## config.mk

```make
export PLATFORM = sky130hd
export DESIGN_NAME = txreq_status_ctrl
export DESIGN_NICKNAME = d
export VERILOG_FILES = /design/src/rtl/txreq_pkg.sv /design/src/rtl/txreq_window.sv /design/src/rtl/txreq_arbiter.sv /design/src/rtl/txreq_status_reg.sv /design/src/rtl/txreq_status_ctrl.sv
export SDC_FILE = /design/constraint.sdc
export NUM_CORES = 1
export LEC_CHECK = 0
export BUFFER_PORTS_ARGS = -buffer_cell sky130_fd_sc_hd__buf_2
export CORE_MARGIN = 3
export CORE_UTILIZATION = 35
export CTS_CLUSTER_DIAMETER = 60
export DETAILED_ROUTE_END_ITERATION = 8
export HOLD_SLACK_MARGIN = 0.03
export PLACE_DENSITY_LB_ADDON = 0.25
export SLEW_MARGIN = 5
export SYNTH_ARGS = -nofsm -noshare
export SYNTH_HDL_FRONTEND = slang
export SYNTH_SLANG_ARGS = --single-unit
```

## constraint.sdc

```tcl
create_clock -name clk -period 1.5 [get_ports clk]
set_input_delay 0.225 -clock clk [delete_from_list [all_inputs] [get_ports clk]]
set_output_delay 0.225 -clock clk [all_outputs]
set_load 0.005 [all_outputs]
```

## src/rtl/txreq_pkg.sv

```systemverilog
package txreq_pkg;
  localparam int NUM_CH     = 2;
  localparam int STAT_W     = 8;
  localparam int BIT_CODEC  = 7;
  localparam int BIT_PERIOD = 6;
  localparam int BIT_DUAL   = 5;
  localparam int BIT_FIRST  = 4;
  localparam int BIT_ERR0   = 2;
  localparam int BIT_REQ0   = 0;

  // Window load value: a zero length still gives one cycle.
  function automatic logic [15:0] win_load(input logic [15:0] len);
    return (len == 16'd0) ? 16'd1 : len;
  endfunction
endpackage

```

## src/rtl/txreq_window.sv

```systemverilog
module txreq_window #(
  parameter int WIN_W = 8
) (
  input  logic             clk,
  input  logic             rst_n,
  input  logic             grant,
  input  logic             done,
  input  logic [WIN_W-1:0] rd_window,
  output logic             active,
  output logic             expire,
  output logic             complete,
  output logic             err
);
  import txreq_pkg::*;

  logic [WIN_W-1:0] remain;
  logic [15:0]      load_wide;

  assign load_wide = win_load(16'(rd_window));
  assign complete  = active & done;
  assign expire    = active & ~done & (remain == WIN_W'(1));

  always_ff @(posedge clk or negedge rst_n) begin
    if (!rst_n) begin
      active <= 1'b0;
      remain <= '0;
      err    <= 1'b0;
    end else begin
      if (grant) begin
        active <= 1'b1;
        remain <= load_wide[WIN_W-1:0];
      end else if (complete) begin
        active <= 1'b0;
        err    <= 1'b0;
      end else if (expire) begin
        active <= 1'b0;
        err    <= 1'b1;
      end else if (active) begin
        remain <= remain - WIN_W'(1);
      end
    end
  end
endmodule

```

## src/rtl/txreq_arbiter.sv

```systemverilog
module txreq_arbiter (
  input  logic       clk,
  input  logic       rst_n,
  input  logic [1:0] full_pulse,
  input  logic       dual_mode,
  input  logic       any_active,
  output logic [1:0] grant
);
  logic [1:0] pend;
  logic [1:0] accept;

  assign accept[0] = full_pulse[0];
  assign accept[1] = full_pulse[1] & dual_mode;
  assign grant[0]  = pend[0] & ~any_active;
  assign grant[1]  = pend[1] & ~pend[0] & ~any_active;

  always_ff @(posedge clk or negedge rst_n) begin
    if (!rst_n) begin
      pend <= '0;
    end else begin
      pend[0] <= accept[0] | (pend[0] & ~grant[0]);
      pend[1] <= dual_mode & (accept[1] | (pend[1] & ~grant[1]));
    end
  end
endmodule

```

## src/rtl/txreq_status_reg.sv

```systemverilog
module txreq_status_reg (
  input  logic       clk,
  input  logic       rst_n,
  input  logic       codec_pcm,
  input  logic       buf_20ms,
  input  logic       dual_mode,
  input  logic [1:0] grant,
  input  logic [1:0] err,
  input  logic [1:0] active,
  output logic [7:0] status
);
  import txreq_pkg::*;

  logic codec_q, period_q, dual_q, first_q;

  always_ff @(posedge clk or negedge rst_n) begin
    if (!rst_n) begin
      codec_q  <= 1'b0;
      period_q <= 1'b0;
      dual_q   <= 1'b0;
      first_q  <= 1'b0;
    end else begin
      codec_q  <= codec_pcm;
      period_q <= buf_20ms;
      dual_q   <= dual_mode;
      if (!dual_mode)    first_q <= 1'b0;
      else if (grant[0]) first_q <= 1'b1;
      else if (grant[1]) first_q <= 1'b0;
    end
  end

  always_comb begin
    status             = '0;
    status[BIT_CODEC]  = codec_q;
    status[BIT_PERIOD] = period_q;
    status[BIT_DUAL]   = dual_q;
    status[BIT_FIRST]  = first_q;
    status[BIT_ERR0+1:BIT_ERR0] = err;
    status[BIT_REQ0+1:BIT_REQ0] = active;
  end
endmodule

```

## src/rtl/txreq_status_ctrl.sv

```systemverilog
module txreq_status_ctrl #(
  parameter int WIN_W = 8
) (
  input  logic             clk,
  input  logic             rst_n,
  input  logic [1:0]       full_pulse,
  input  logic [1:0]       done_pulse,
  input  logic             dual_mode,
  input  logic             codec_pcm,
  input  logic             buf_20ms,
  input  logic [WIN_W-1:0] rd_window,
  output logic             req_n,
  output logic [7:0]       status
);
  import txreq_pkg::*;

  logic [NUM_CH-1:0] grant;
  logic [NUM_CH-1:0] active;
  logic [NUM_CH-1:0] expire;
  logic [NUM_CH-1:0] complete;
  logic [NUM_CH-1:0] err;
  logic              any_active;

  assign any_active = |active;
  assign req_n      = ~any_active;

  txreq_arbiter u_arb (
    .clk(clk), .rst_n(rst_n), .full_pulse(full_pulse),
    .dual_mode(dual_mode), .any_active(any_active), .grant(grant)
  );

  for (genvar c = 0; c < NUM_CH; c++) begin : g_ch
    txreq_window #(.WIN_W(WIN_W)) u_win (
      .clk(clk), .rst_n(rst_n), .grant(grant[c]), .done(done_pulse[c]),
      .rd_window(rd_window), .active(active[c]), .expire(expire[c]),
      .complete(complete[c]), .err(err[c])
    );
  end

  txreq_status_reg u_stat (
    .clk(clk), .rst_n(rst_n), .codec_pcm(codec_pcm), .buf_20ms(buf_20ms),
    .dual_mode(dual_mode), .grant(grant), .err(err), .active(active),
    .status(status)
  );
endmodule

```

# Word-level counts from Yosys, hierarchy flattened
# Index checks and enable logic that the tools add are counted.
[totals]
regBits = 26
in_bits = 17
out_inout_bits = 9
word_cells = 75
[op_classes]
addsub = 2
eq_ne = 7
n_mux = 22
bitwise = 21
n_reduce_logical = 12
[ops]
columns = ["operator", "count"]
rows = [
  ["$mux W8", 9],
  ["$eq A8 B1 Y1 const B", 2],
  ["$sub A8 B1 Y8 const B", 2],
  ["$and A1 B1 Y1", 13],
  ["$mux W1", 13],
  ["$logic_not A8 Y1", 1],
  ["$ne A2 B1 Y1 const B", 4],
  ["$reduce_bool A2 Y1", 4],
  ["$not A1 Y1", 6],
  ["$reduce_and A3 Y1", 2],
  ["$reduce_bool A3 Y1", 2],
  ["$reduce_and A2 Y1", 2],
  ["$ne A3 B1 Y1 const B", 1],
  ["$or A1 B1 Y1", 2],
  ["$reduce_or A2 Y1", 1],
]

# Logic depth before layout (Yosys ltp)
[depth]
ltp_word = 7
mapped_depth = 6
mapped_depth_nobuf = 6

# Hierarchy
# Synthesis repeated with hierarchy kept, for this count alone.
[unflattened]
cells_unflattened = 156
area_unflattened_um2 = 1585.3
[by_module_without_submodules]
columns = ["mod", "instances", "cells_per_inst", "area_each_um2", "seq_area_each_um2"]
rows = [
  ["txreq_window", 2, 66, 648.1, 250.2],
  ["txreq_status_reg", 1, 14, 181.4, 100.1],
  ["txreq_arbiter", 1, 8, 97.6, 50.0],
  ["txreq_status_ctrl", 1, 2, 10.0, 0.0],
]

# Least setup slack after synthesis
# OpenSTA, ideal clock, no wires.
[synth_path]
path_kind = "register -> register"
from = "register g_ch[1].u_win.remain[0]"
to = "register g_ch[1].u_win.remain[1]"
setup_time_ns = 0.076
arrival_time_ns = 1.576
t_required_ns = 1.424
setup_slack_ns = -0.152
path_stages_with_launch = 6
n_path_buf = 0
period_less_slack_ns = 1.652
cell_sequence = "dfrtp_1 -> ha_1 -> nor3b_2 -> a21oi_1 -> mux2_2 -> o21ai_1"
[synth_between]
elab_chain_cells = 5
elab_cells_between_ends = 9
[synth_lines]
columns = ["element", "line", "rtl"]
rows = [
  ["start: declaration", "txreq_window.sv:16", "logic [WIN_W-1:0] remain;"],
  ["start signal: assignment", "txreq_window.sv:31", "remain <= load_wide[WIN_W-1:0];"],
  ["start signal: assignment", "txreq_window.sv:39", "remain <= remain - WIN_W'(1);"],
  ["$sub A8 B1 Y8", "txreq_window.sv:39", ""],
  ["$mux W8", "txreq_window.sv:38", "end else if (active) begin"],
  ["$mux W8", "txreq_window.sv:35", "end else if (expire) begin"],
  ["$mux W8", "txreq_window.sv:32", "end else if (complete) begin"],
  ["$mux W8", "txreq_window.sv:29", "if (grant) begin"],
]
# Several ways; a longest one is shown, not always the timed one. The select of a mux whose other input is x is not followed.
# A chain may end at the register's enable or synchronous reset.

# Final worst setup path
[layout_path]
from = "register g_ch[1].u_win.remain[2]"
to = "register g_ch[1].u_win.remain[7]"
# The elaborated chain is that of the path after synthesis.

==> out/results.ini <==
[floorplan]
start_util_pct=36.8
die_w_um=71.4
rows=23
die_y_um=71.4
pin_count=26
core_region_area_mm2=0.00406
dieArea_mm2=0.00509

[synth]
synth.avg_cell_area_um2=10.0
synth.distinct_cells=43
yosys-top-cells-area=dfrtp_1 44%, buf_4 4.5%, o21ai_0 4.4%, a21oi_1 3.7%, ha_1 3.3%
synth.top_cell.area_share_pct=43.5
async_reset_ff_share_pct=100
ys_seq_elements=26
ys_seq_area_share_pct=43.5
yosysTopAreaCell=dfrtp_1
syn-instance-count=149
ys_warn_count=0
synth_edf_count=0
synth_flop_cell=dfrtp_1
netlist_area_mm2=0.00150
syn_nets=170

[critical_path]
crit_required_ps=1670
crit_type=reg -> reg
cp_max_fo=3
cp-end-kind=flop
reg2regPathDepth=4
cp.arrival_ps=1780
start_kind=flop

[layout]
stdcell_count=254
layout_commonest_cell=buf_4
fin_area_mm2=0.00213
fin_nets=226
seq_area_um2=656
nFillCells=385
drive_gt1_share_pct=50.0
final_cell_mix=28 x buf_4, 25 x buf_2, 22 x dfrtp_1, 12 x nand2_1
final_util_pct=52.4
n_antenna_cell=0
syn2layout_area_growth_pct=42.2
multi_input_comb_area_um2=863

[grt]
gr-usage-met1_pct=19.1
grt_pass1_vias=1334
antenna_found_initial=0
grt.total_usage_pct=15.7
busiest_layer=met2
grt_util_met3_pct=3.51
grt_max_degree=27
use_met2_pct=27.7
grt_pass1_wl_mm=6.33
grt_overflow=0

[sta]
relSlewSlack_pct=59.5
setup_viol=7
fmax_ghz=0.623
skew_ps=6.67
finalCriticalPeriod_ps=1610
hold_ws_ps=43.9
rsz0062_at_grt=yes
layout_setup_ws_ps=-105
fin_crit_sh_pct=107
hold_viol=0
drv_slew=0
tightest_slew_ps=607
tns_ps=-297

[clocking]
root_buffer=clkbuf_8
clock_latency_ps=280
path_clk_slew_ps=100
clock_sinks=26
cts_max_level=1
numCtsBuffers=3
clockBufferDepth=2
cts_tree=built

[status]
status=finished with violations
violations=negative setup slack

[power]
p_seq_share_pct=31.0
sw_frac_of_total_pct=38.4
p_clk_share_pct=14.5
peakVddDrop_v=0.00106
comb_power_share_pct=54.5
power.leakage_nw=0.929
p_per_area_mw_per_mm2=1930
p_int_mw=2.53
p_sw_mw=1.57

[place]
gp_congestion=0.907
place_inst=234
dpl.hpwl_mm=2.75
placed_cell_area_mm2=0.00179
port_buffers=25

[route]
post-route-drc-count=0
vias=1369
drt-total-wl_mm=4.04
drtPass1Iterations=4
wl_per_cell_um=15.9
vias_per_cell=5.39
drtIter0Drc=64
ant_nets=0

[flow_run]
drv_cap=0

[min_path]
min_path_cells=1
hold_path.class=in -> reg

-- registers in the layout (all words and copies together) (netlist names) --
register	flops
g_ch.u_win.remain	16
g_ch.u_win.active	2
g_ch.u_win.err	2
u_stat.first_q	1
u_stat.codec_q	1
u_arb.pend	2
u_stat.dual_q	1
u_stat.period_q	1
-- what timing repair did --
action	4_1_cts	5_1_grt
cloned	0	1
buffers inserted	9	5
hold buffers	1	0
setup endpoints to repair	14	16
pin swaps	13	13
hold endpoints to repair	26	0
gates resized for setup	16	28
-- worst paths after layout --
check / from / end / slack (ps)
max: g_ch[1].u_win.remain[2]$_DFFE_PN0P_ / g_ch[1].u_win.remain[7]$_DFFE_PN0P_ / -110
min: buf_20ms / u_stat.period_q$_DFF_PN0_ / 40
max reg2reg: g_ch[1].u_win.remain[2]$_DFFE_PN0P_ / g_ch[1].u_win.remain[7]$_DFFE_PN0P_ / -110
min reg2reg: g_ch[0].u_win.err$_DFFE_PN0P_ / g_ch[0].u_win.err$_DFFE_PN0P_ / 510
max in group asynchronous: rst_n / g_ch[0].u_win.active$_DFFE_PN0P_ / 580
min in group asynchronous: rst_n / g_ch[1].u_win.remain[7]$_DFFE_PN0P_ / 480
-- worst max-delay path, stage by stage, from the launching register on --
cell,delay (ps)
dfrtp_1,430
or3_4,430
a2111oi_4,360
xnor2_1,200
o21ai_1,80
-- layout make-up --
cell class                 instances  share of cell area, %
multi-input combinational        104                   40.6
sequential                        26                   30.8
timing repair buffer              63                   21.0
tap                               50                   2.94
clock buffer                       3                   1.94
clock inverter                     1                   1.41
inverter                           7                   1.24
-- metal layers --
layer	vias to the layer above	wire length (µm)	share of wire [%]
met3	8	161	4.0
met1	668	1650	41
li1	651	-	-
met4	0	68	1.7
met2	42	2160	54
met5	-	0	0
-- cell families (layout without fill, tap and decap cells) --
group	Yosys count	in the layout	synth area share, %
AND/OR/NAND/NOR	50	50	22.0
AO/OA/AOI/OAI	42	42	18.5
flip-flops	26	26	43.5
XOR/XNOR	5	5	2.93
buffers and inverters	19	74	7.53
multiplexers	3	3	2.18
adder cells (fa/ha/maj)	4	4	3.35
-- per-stage QoR --
step           setup WS (ps)  power [mW]
2_1_floorplan          -25.5        2.26
6_report                -105        4.10
3_5_place_dp            -104        2.87
5_1_grt                 -137        4.37
3_3_place_gp           -60.1        2.80
4_1_cts                -47.6        3.75
-- cells in the mapped netlist, types with 2 or more instances --
master / instances
dfrtp_1: 26
o21ai_0: 13
nand2_1: 12
a21oi_1: 11
buf_4: 9
inv_1: 7
xnor2_1: 5
ha_1: 4
nand2b_1: 4
nor2_1: 4
nor4_1: 4
a211oi_1: 3
nand4_1: 3
nor3_1: 3
or3_1: 3
a31oi_1: 2
clkbuf_1: 2
mux2_2: 2
nand3_1: 2
nand3b_1: 2
nor3b_2: 2
nor4_4: 2
o21ai_1: 2
o22ai_1: 2
or2_2: 2
-- power groups by stage --
stage               Sequential [mW]  Clock [mW]  Combinational (mW)
floorplan                      1.22           0                1.04
global placement               1.24           0                1.57
detailed placement             1.25           0                1.61
CTS                            1.26       0.603                1.89
global route                   1.30       0.640                2.42
finish                         1.27       0.593                2.23
Power figures use the tool's default switching activity.
